<file path="src/rtl/irqw_pkg.sv">
// Package: shared constants, window target kinds and the byte-lane merge
// helper for the indirect redirection register window.
package irqw_pkg;

    localparam int ENTRY_W  = 64;
    localparam int HALF_W   = 32;
    localparam int BIT_RIRR = 14;
    localparam int BIT_MASK = 16;
    localparam int ID_LSB   = 24;
    localparam int ID_W     = 4;

    localparam logic [7:0] OFF_SELECT  = 8'h00;
    localparam logic [7:0] OFF_WINDOW  = 8'h10;
    localparam logic [7:0] SEL_IDENT   = 8'h00;
    localparam logic [7:0] SEL_VERSION = 8'h01;
    localparam logic [7:0] SEL_ARBIT   = 8'h02;
    localparam logic [7:0] SEL_TABLE   = 8'h10;

    typedef enum logic [2:0] {
        WK_IDENT,
        WK_VERSION,
        WK_ARBIT,
        WK_ENTRY,
        WK_VOID
    } win_kind_e;

    // Replace the bytes of old_v whose enable is set with bytes of new_v.
    function automatic logic [HALF_W-1:0] lane_merge(
        input logic [HALF_W-1:0] old_v,
        input logic [HALF_W-1:0] new_v,
        input logic [3:0]        be
    );
        logic [HALF_W-1:0] r;
        r = old_v;
        for (int b = 0; b < 4; b++) begin
            if (be[b]) r[8*b +: 8] = new_v[8*b +: 8];
        end
        return r;
    endfunction

endpackage

</file>
<file path="src/rtl/irqw_selreg.sv">
// Module: irqw_selreg
// Holds the 8-bit select register and decodes it into a window target:
// identification, version, arbitration, one half of an entry, or void.
// Assumes NPINS <= 120, so that every index reachable by an 8-bit select fits
// in 7 bits.
module irqw_selreg
    import irqw_pkg::*;
#(
    parameter int NPINS = 24,
    parameter int IDXW  = 5
) (
    input  logic            clk,
    input  logic            rst_n,
    input  logic            sel_wr,
    input  logic [7:0]      sel_wdata,
    output logic [7:0]      sel_q,
    output win_kind_e       kind,
    output logic [IDXW-1:0] idx,
    output logic            upper
);
    localparam logic [6:0] PIN_LIMIT = 7'(NPINS);

    logic [7:0] off;
    logic [6:0] full_idx;

    // Select register: cleared by reset, loaded by a lane-0 select write.
    always_ff @(posedge clk) begin
        if (!rst_n)      sel_q <= '0;
        else if (sel_wr) sel_q <= sel_wdata;
    end

    // Decode the select value into target kind, entry index and half.
    always_comb begin
        off      = sel_q - SEL_TABLE;
        full_idx = off[7:1];
        idx      = full_idx[IDXW-1:0];
        upper    = sel_q[0];
        if (sel_q == SEL_IDENT)          kind = WK_IDENT;
        else if (sel_q == SEL_VERSION)   kind = WK_VERSION;
        else if (sel_q == SEL_ARBIT)     kind = WK_ARBIT;
        else if (sel_q < SEL_TABLE)      kind = WK_VOID;
        else if (full_idx < PIN_LIMIT)   kind = WK_ENTRY;
        else                             kind = WK_VOID;
    end

    assert_sel_hold_R2: assert property (@(posedge clk) disable iff (!rst_n)
        !$past(sel_wr) |-> $stable(sel_q));

endmodule

</file>
<file path="src/rtl/irqw_entry.sv">
// Module: irqw_entry
// One 64-bit redirection entry. Software writes one half at a time with byte
// enables. Remote IRR is set by hardware and cleared by any lower-half write.
// The module also reports a write pulse and a mask-change flag.
// Assumes wr_lo and wr_hi are never both high.
module irqw_entry
    import irqw_pkg::*;
(
    input  logic               clk,
    input  logic               rst_n,
    input  logic               wr_lo,
    input  logic               wr_hi,
    input  logic [HALF_W-1:0]  wdata,
    input  logic [3:0]         be,
    input  logic               rirr_set,
    output logic [ENTRY_W-1:0] entry_q,
    output logic               wr_pulse,
    output logic               mask_chg
);
    localparam logic [ENTRY_W-1:0] RESET_VAL = ENTRY_W'(1) << BIT_MASK;

    logic [HALF_W-1:0] lo_new;
    logic [HALF_W-1:0] hi_new;

    // Merge write data into the halves; a lower-half write always drops remote IRR.
    always_comb begin
        lo_new           = lane_merge(entry_q[HALF_W-1:0], wdata, be);
        lo_new[BIT_RIRR] = 1'b0;
        hi_new           = lane_merge(entry_q[ENTRY_W-1:HALF_W], wdata, be);
    end

    // Entry storage, write pulse and mask-change flag.
    always_ff @(posedge clk) begin
        if (!rst_n) begin
            entry_q  <= RESET_VAL;
            wr_pulse <= 1'b0;
            mask_chg <= 1'b0;
        end else begin
            wr_pulse <= wr_lo | wr_hi;
            mask_chg <= wr_lo && (lo_new[BIT_MASK] != entry_q[BIT_MASK]);
            if (wr_hi) entry_q[ENTRY_W-1:HALF_W] <= hi_new;
            if (wr_lo)         entry_q[HALF_W-1:0] <= lo_new;
            else if (rirr_set) entry_q[BIT_RIRR]   <= 1'b1;
        end
    end

    assert_rirr_sw_clear_R8: assert property (@(posedge clk) disable iff (!rst_n)
        $past(wr_lo) |-> !entry_q[BIT_RIRR]);

    assert_rirr_hw_only_R8: assert property (@(posedge clk) disable iff (!rst_n)
        $rose(entry_q[BIT_RIRR]) |-> $past(rirr_set));

    assert_mask_event_R10: assert property (@(posedge clk) disable iff (!rst_n)
        (entry_q[BIT_MASK] != $past(entry_q[BIT_MASK])) |-> mask_chg);

endmodule

</file>
<file path="src/rtl/irq_window_regs.sv">
// Module: irq_window_regs
// Register block of an interrupt router. A select register at offset 0x00 and
// a data window at offset 0x10 give indirect access to the identification,
// version and arbitration registers and to the redirection table. The module
// exports the table, per-entry write pulses and mask-change events.
// Assumes reads and writes are not issued in the same cycle.
module irq_window_regs
    import irqw_pkg::*;
#(
    parameter int         NPINS   = 24,
    parameter logic [7:0] VERSION = 8'h11,
    localparam int        IDXW    = (NPINS > 1) ? $clog2(NPINS) : 1
) (
    input  logic                     clk,
    input  logic                     rst_n,
    input  logic [7:0]               bus_addr,
    input  logic [31:0]              bus_wdata,
    input  logic [3:0]               bus_be,
    input  logic                     bus_wr,
    input  logic                     bus_rd,
    output logic [31:0]              bus_rdata,
    input  logic [NPINS-1:0]         rirr_set,
    output logic [NPINS*ENTRY_W-1:0] entry_table,
    output logic [NPINS-1:0]         entry_wr,
    output logic                     mask_evt_valid,
    output logic [IDXW-1:0]          mask_evt_index,
    output logic                     mask_evt_value
);
    logic [7:0]         sel_q;
    win_kind_e          kind;
    logic [IDXW-1:0]    idx;
    logic               upper;
    logic               sel_wr;
    logic               win_wr;
    logic [ID_W-1:0]    id_q;
    logic [IDXW-1:0]    evt_idx_q;
    logic [ENTRY_W-1:0] tbl [NPINS];
    logic [NPINS-1:0]   mask_chg;
    logic [31:0]        win_val;
    logic [31:0]        rd_val;

    assign sel_wr = bus_wr && (bus_addr == OFF_SELECT) && bus_be[0];
    assign win_wr = bus_wr && (bus_addr == OFF_WINDOW);

    irqw_selreg #(.NPINS(NPINS), .IDXW(IDXW)) u_sel (
        .clk       (clk),
        .rst_n     (rst_n),
        .sel_wr    (sel_wr),
        .sel_wdata (bus_wdata[7:0]),
        .sel_q     (sel_q),
        .kind      (kind),
        .idx       (idx),
        .upper     (upper)
    );

    for (genvar g = 0; g < NPINS; g++) begin : g_entry
        logic hit;
        assign hit = win_wr && (kind == WK_ENTRY) && (idx == IDXW'(g));
        irqw_entry u_entry (
            .clk      (clk),
            .rst_n    (rst_n),
            .wr_lo    (hit && !upper),
            .wr_hi    (hit && upper),
            .wdata    (bus_wdata),
            .be       (bus_be),
            .rirr_set (rirr_set[g]),
            .entry_q  (tbl[g]),
            .wr_pulse (entry_wr[g]),
            .mask_chg (mask_chg[g])
        );
        assign entry_table[g*ENTRY_W +: ENTRY_W] = tbl[g];
    end

    // Identification register: window write at select 0 with lane 3 enabled.
    always_ff @(posedge clk) begin
        if (!rst_n)
            id_q <= '0;
        else if (win_wr && kind == WK_IDENT && bus_be[3])
            id_q <= bus_wdata[ID_LSB +: ID_W];
    end

    // Remember the index of the last entry write for the mask event.
    always_ff @(posedge clk) begin
        if (!rst_n)                          evt_idx_q <= '0;
        else if (win_wr && kind == WK_ENTRY) evt_idx_q <= idx;
    end

    assign mask_evt_valid = |mask_chg;
    assign mask_evt_index = evt_idx_q;
    assign mask_evt_value = tbl[evt_idx_q][BIT_MASK];

    // Window read value for the current select target.
    always_comb begin
        unique case (kind)
            WK_IDENT, WK_ARBIT: win_val = {4'h0, id_q, 24'h0};
            WK_VERSION:         win_val = {8'h00, 8'(NPINS - 1), 8'h00, VERSION};
            WK_ENTRY:           win_val = upper ? tbl[idx][ENTRY_W-1:HALF_W]
                                                : tbl[idx][HALF_W-1:0];
            default:            win_val = '1;
        endcase
    end

    // Direct offset decode for reads.
    always_comb begin
        if (bus_addr == OFF_SELECT)      rd_val = {24'h0, sel_q};
        else if (bus_addr == OFF_WINDOW) rd_val = win_val;
        else                             rd_val = '0;
    end

    // Registered read data, held between read strobes.
    always_ff @(posedge clk) begin
        if (!rst_n)      bus_rdata <= '0;
        else if (bus_rd) bus_rdata <= rd_val;
    end

    assert_one_pulse_R9: assert property (@(posedge clk) disable iff (!rst_n)
        $onehot0(entry_wr));

    assert_void_discard_R6: assert property (@(posedge clk) disable iff (!rst_n)
        (win_wr && kind == WK_VOID) |=> (entry_wr == '0));

    assert_evt_with_pulse_R10: assert property (@(posedge clk) disable iff (!rst_n)
        mask_evt_valid |-> (entry_wr != '0));

endmodule

</file>
<file path="config.mk">
export PLATFORM = sky130hd
export DESIGN_NAME = irq_window_regs
export DESIGN_NICKNAME = d
export VERILOG_FILES = /design/src/rtl/irqw_pkg.sv /design/src/rtl/irqw_selreg.sv /design/src/rtl/irqw_entry.sv /design/src/rtl/irq_window_regs.sv
export SDC_FILE = /design/constraint.sdc
export NUM_CORES = 2
export LEC_CHECK = 0
export BUFFER_PORTS_ARGS = -buffer_cell sky130_fd_sc_hd__buf_2
export CAP_MARGIN = 20
export CORE_AREA = 2 2 646 648
export DETAILED_ROUTE_END_ITERATION = 6
export DIE_AREA = 0 0 648 650
export PLACE_DENSITY = 0.34
export SKIP_CTS_REPAIR_TIMING = 1
export SYNTH_ARGS = -nofsm -noshare
export SYNTH_HDL_FRONTEND = slang
export SYNTH_HIERARCHICAL = 1
export SYNTH_SLANG_ARGS = --single-unit
</file>
<file path="constraint.sdc">
create_clock -name clk -period 4.25 [get_ports clk]
set_clock_uncertainty 0.2 [all_clocks]
set_input_delay 0.85 -clock clk [delete_from_list [all_inputs] [get_ports clk]]
set_output_delay 0.85 -clock clk [all_outputs]
set_load 0.02 [all_outputs]
</file>
Yosys cells after proc, flatten, opt, wreduce, memory -nomap -nowiden

Index checks and enable logic that the tools add are counted.

Register bits after elaboration: 1633
Input bits: 72
Output and inout port bits: 1599
Logic and storage cells: 741

$add $sub $neg: 1
Order comparisons: 4
Eq/ne operators: 53
Mux-type cells: 39
Bitwise operators: 27
Reductions and logical operators: 325

Operators with widths:

| kind               | number |
|---|---|
| $bmux 64 s5        | 2 |
| $reduce_and 2->1   | 192 |
| $mux 64            | 2 |
| $logic_and 1x1->1  | 102 |
| $mux 32            | 3 |
| $pmux 32 s3        | 1 |
| $reduce_or 2->1    | 25 |
| $eq 5x4->1 const B | 8 |
| $eq 5x5->1 const B | 8 |
| $mux 17            | 2 |
| $mux 1             | 24 |
| $ne 1x1->1         | 24 |
| $or 1x1->1         | 24 |
| $reduce_or 24->1   | 1 |
| $eq 5x3->1 const B | 4 |
| $logic_not 8->1    | 2 |
| $mux 3             | 5 |
| $ge 6x6->1 const B | 2 |
| $not 5->6          | 2 |
| $eq 5x2->1 const B | 2 |
| $eq 8x1->1 const B | 1 |
| $eq 8x2->1 const B | 1 |
| $eq 8x5->1 const B | 1 |
| $lt 8x5->1 const B | 1 |
| other kinds (9)    | 10 |

Longest topological paths before layout

Depth after elaboration: 12
Mapped depth: 17
Gate-level depth less buffers: 12

Hierarchy

The synthesis kept the hierarchy.

Modules (own cells, without submodules):

| module          | times used | cells each | area each (µm²) | sequential area each (µm²) |
|---|---|---|---|---|
| irqw_entry      | 24         | 305        | 2683.8          | 1321.3 |
| irq_window_regs | 1          | 1458       | 14903.0         | 820.8 |
| irqw_selreg     | 1          | 49         | 459.2           | 160.2 |

Worst setup path before layout

OpenSTA, ideal clock, no wires.

Path type: reg-to-reg
Start: register u_sel.sel_q[4]
End: register g_entry[8].u_entry.entry_q[10]
Library setup time: 0.127 ns
Data arrival time: 3.102 ns
Required time: 3.923 ns
Slack: 0.821 ns
Cell stages (with the launch flop): 17
Period minus slack after synthesis: 3.429 ns
Cells stage by stage: dfxtp_1 -> inv_1 -> ha_1 -> nor3_1 -> nand3_2 -> and3_1 -> buf_2 -> nor2b_2 -> nand2_1 -> or3_1 -> buf_4 -> or3_1 -> buf_2 -> nor3_2 -> buf_4 -> and2_0 -> o21ai_0

Longest elaborated chain between the ends: 12
Elaborated cells on any way between the ends: 17
Classes of those cells: 1 x add/sub; 2 x order compare; 4 x eq/ne; 5 x mux; 5 x reduce/logical

RTL lines:

| element                           | RTL line              | source |
|---|---|---|
| from (decl)                       | irqw_selreg.sv:16     | `output logic [7:0] sel_q,` |
| from (signal assigned)            | irqw_selreg.sv:29     | `else if (sel_wr) sel_q <= sel_wdata;` |
| $sub 8x5->8                       | irqw_selreg.sv:34     | `off = sel_q - SEL_TABLE;` |
| named net idx[3]                  | irq_window_regs.sv:31 | `logic [IDXW-1:0] idx;` |
| $lt 7x5->1                        | irqw_selreg.sv:42     | `else if (full_idx < PIN_LIMIT) kind = WK_ENTRY;` |
| $mux 3                            | irqw_selreg.sv:42     |  |
| $mux 3                            | irqw_selreg.sv:41     | `else if (sel_q < SEL_TABLE) kind = WK_VOID;` |
| $mux 3                            | irqw_selreg.sv:40     | `else if (sel_q == SEL_ARBIT) kind = WK_ARBIT;` |
| $mux 3                            | irqw_selreg.sv:39     | `else if (sel_q == SEL_VERSION) kind = WK_VERSION;` |
| $mux 3                            | irqw_selreg.sv:38     | `if (sel_q == SEL_IDENT) kind = WK_IDENT;` |
| named net kind[2]                 | irq_window_regs.sv:30 | `win_kind_e kind;` |
| $eq 3x2->1                        | irq_window_regs.sv:58 | `assign hit = win_wr && (kind == WK_ENTRY) && (idx == IDXW'(g));` |
| $logic_and 1x1->1 (2 in a row)    | irq_window_regs.sv:58 |  |
| $logic_and 1x1->1                 | irq_window_regs.sv:62 | `.wr_lo (hit && !upper),` |
| $reduce_and 2->1 (no source line) | --                    |  |
| to (signal, indexed assignment)   | irqw_entry.sv:41      | `if (wr_hi) entry_q[ENTRY_W-1:HALF_W] <= hi_new;` |
| to (signal, indexed assignment)   | irqw_entry.sv:42      | `if (wr_lo) entry_q[HALF_W-1:0] <= lo_new;` |
| to (decl)                         | irqw_entry.sv:16      | `output logic [ENTRY_W-1:0] entry_q,` |

The timed path passes the listed nets, and every way through them passes these cells.
A chain may end at the register's enable or synchronous reset.

Worst setup path in the final report

Start: register evt_idx_q[0], in the netlist mask_evt_index[0]
End: output port mask_evt_value

Longest elaborated chain between the ends: 4

RTL lines:

| element                                    | RTL line              | source |
|---|---|---|
| from (decl)                                | irq_window_regs.sv:36 | `logic [IDXW-1:0] evt_idx_q;` |
| from (signal assigned)                     | irq_window_regs.sv:85 | `else if (win_wr && kind == WK_ENTRY) evt_idx_q <= idx;` |
| $not 5->6 (not written as such)            | irq_window_regs.sv:90 | `assign mask_evt_value = tbl[evt_idx_q][BIT_MASK];` |
| $bmux 64 s5                                | irq_window_regs.sv:90 |  |
| $mux 17 (not written as such) (2 in a row) | irq_window_regs.sv:90 |  |
| to (decl)                                  | irq_window_regs.sv:27 | `output logic mask_evt_value` |

Every way passes these cells. The select of a mux whose other input is x is not followed.

==> run metrics <==
HP Start=rirr_set[6]; Cell variety after synth=56; Vias=85,400; met1 Usage GRT=0.386; Hold/Removal Path Class=in2reg; CTS root buf=clkbuf_16; clock tree buffer depth=4; Worst IR Drop VDD=0.299 mV; final hold violation count=2; post-route cell area=104,000 um2; met3 GRT Util=0.0775; RSZ-0062 raised after global routing=true; largest net degree at the start of global routing=236; Synth Warn #=6; io pins=1,671; Area Growth Syn to Fin=30.3%; initial antenna violation count=111; area of the mapped netlist=79,800 um2; drt total wl=654,000 um; Slew Limit Fails=0; WP data arrival=3240 ps; First-pass DRT Iterations=7; status=finished with violations; final worst path period need=4290 ps; Die Height=650 um; nets@finish=10,500; full die area=421,000 um2; CP Launch Point=mask_evt_index[0]$_SDFFE_PN0N_; Residual DRC=1; fmax=0.233 GHz; P per Cell Area=348 nW/um2; Skew-Pair Late Insertion Delay=990 ps; Overall Global Routing Usage=0.296; final setup vio count=1; TritonCTS Sinks=1,633; Starting Density=0.192; max cap viols=0; flops & latches, synth=1,633; setup_tns=-42.6 ps; Static Leak=40.5 nW; Mean Syn Cell Area=9.04 um2; H-Tree Depth=4; antenna viol nets, final=0; Post-DP Area=96,700 um2; met2 Use GR=0.435; number of buffers created by CTS=215; total gr overflow=0; Worst Max-Slew Pin Slew=1310 ps; port bufs=1,670; Critical Path Sink Type=output port; CTS tree=built; crit-path max FO=3; async set-or-reset flop fraction in the synthesized netlist=0; setup ws final=-42.6 ps; commonest non-fill, non-tap cells in the layout=1,633 x buf_2, 1,626 x dfxtp_1, 1,572 x nand2_1, 1,490 x nand4_1, 962 x o21ai_1; share of layout cells above drive strength 1=0.347; Filler cells=45,000; hpwl dp=513,000 um; syn_nets=8,901; reg2reg start=u_sel/sel_q[2]$_SDFFE_PN0P_; Slew HR=0.127; Post-synth EDFFs=0; clk slew on worst S/H paths=60 ps; routed wire length per instance=40.5 um; Synth Flop Type=dfxtp_1; Vias/cell=5.29; first-pass GRT wire length=830,000 um; sequential area share after synthesis=0.410; Worst EP required=3200 ps; Top Usage Layer GRT=met2; leading cell type in the layout, fill and taps excluded=buf_2; vias in the first global route=77,400; die extent in x=648 um; RePlAce Congestion=0.958; Worst setup SP type=flip-flop; Starting DRT DRC Count=12,100; WS Path Type=reg2out; row count=237; gate count after technology mapping=8,827; Tcrit/Tclk final=1.01; failing checks=design-rule violations, negative hold slack, negative setup slack; CORE AREA=415,000 um2; worst hold slack=-18.7 ps
==> worst paths after layout <==
kind	cells past startpoint	endpoint	slack [ps]
max	5	mask_evt_value	-40
min	3	g_entry[6].u_entry/entry_q[14]$_SDFFE_PP0P_	-20
max reg2reg	8	bus_rdata[29]$_SDFFE_PN0P_	70
min reg2reg	2	g_entry[0].u_entry/entry_q[43]$_SDFFE_PN0P_	260
==> final cells by class <==
| class | instances | area [um2] | share of cell area |
|---|---|---|---|
| Multi-Input combinational cell | 6079 | 40000 | 0.384 |
| Sequential cell | 1633 | 32700 | 0.315 |
| Timing Repair Buffer | 2485 | 17200 | 0.165 |
| Tap cell | 5497 | 6880 | 0.0662 |
| Clock buffer | 329 | 6430 | 0.0619 |
| Clock inverter | 52 | 583 | 0.00561 |
| Inverter | 32 | 121 | 0.00117 |
| Antenna cell | 41 | 103 | 0.000987 |
==> synth_stat cells, types with 147 or more instances <==
| cell | instances | area (um2) |
|---|---|---|
| and2_1 | 147 | 920 |
| o21ai_0 | 152 | 761 |
| mux2i_1 | 226 | 2260 |
| buf_2 | 610 | 3050 |
| nand4_1 | 1490 | 9320 |
| nand2_1 | 1572 | 5900 |
| o21ai_1 | 960 | 4800 |
| buf_6 | 281 | 3160 |
| o21ai_2 | 384 | 3360 |
| dfxtp_1 | 1633 | 32700 |
| mux4_2 | 231 | 5200 |
| a22oi_1 | 154 | 1160 |
==> stage by stage <==
step / cells / power [mW] / hold WS [ps] / setup WS [ps] / utilization
after floorplan: 8827 / 16.5 / 286 / 821 / -
after global placement: 15700 / 17.6 / 248 / -373 / 0.233
after detailed placement: 15700 / 17.6 / 252 / -373 / 0.233
after CTS: 16100 / 36.5 / -105 / -994 / 0.250
after global routing: 16100 / 37.0 / -1.03 / -114 / 0.250
final: 16100 / 36.2 / -18.7 / -42.6 / 0.251
==> logic make-up (layout without fill, tap and decap cells) <==
kind of cell               after synthesis  in the layout  share of synthesized area
and+or+nand+nor                       3567           3567                      0.229
AOI/OAI and AO/OA                     1896           1896                      0.152
DFF                                   1633           1633                      0.410
buffers and inverters                 1115           2898                     0.0940
muxes                                  590            590                      0.112
xor gates and xnor gates                24             24                    0.00263
adders and majority gates                2              2                   0.000314
other                                    0             41                          0
==> critical path: stages, from the launching register on <==
cell and delay [ps]:
dfxtp_4 390, buf_12 150, mux4_2 670, mux4_2 490, mux2_4 390, buf_6 170
==> state kept, by name, summed over array words and instances, names as in the netlist <==
register and flops:
g_entry.u_entry/entry_q 1536, g_entry.u_entry/mask_chg 24, g_entry.u_entry/wr_pulse 24, mask_evt_index 5, bus_rdata 32, id_q 4, u_sel/sel_q 8
==> power breakdown <==
part           leakage (nW)  internal, mW  switching, mW
sequential             13.2          15.3         0.0237
combinational          23.9         0.271           1.65
clock                  3.46          10.8           8.14
==> routing by layer <==
layer | share of wire | up-vias
met2 | 0.42 | 5157
met3 | 0.096 | 997
met1 | 0.41 | 43300
met4 | 0.074 | 12
met5 | 0.00013 | -
li1 | - | 35900
No activity file was read; power rests on OpenSTA's default activity.
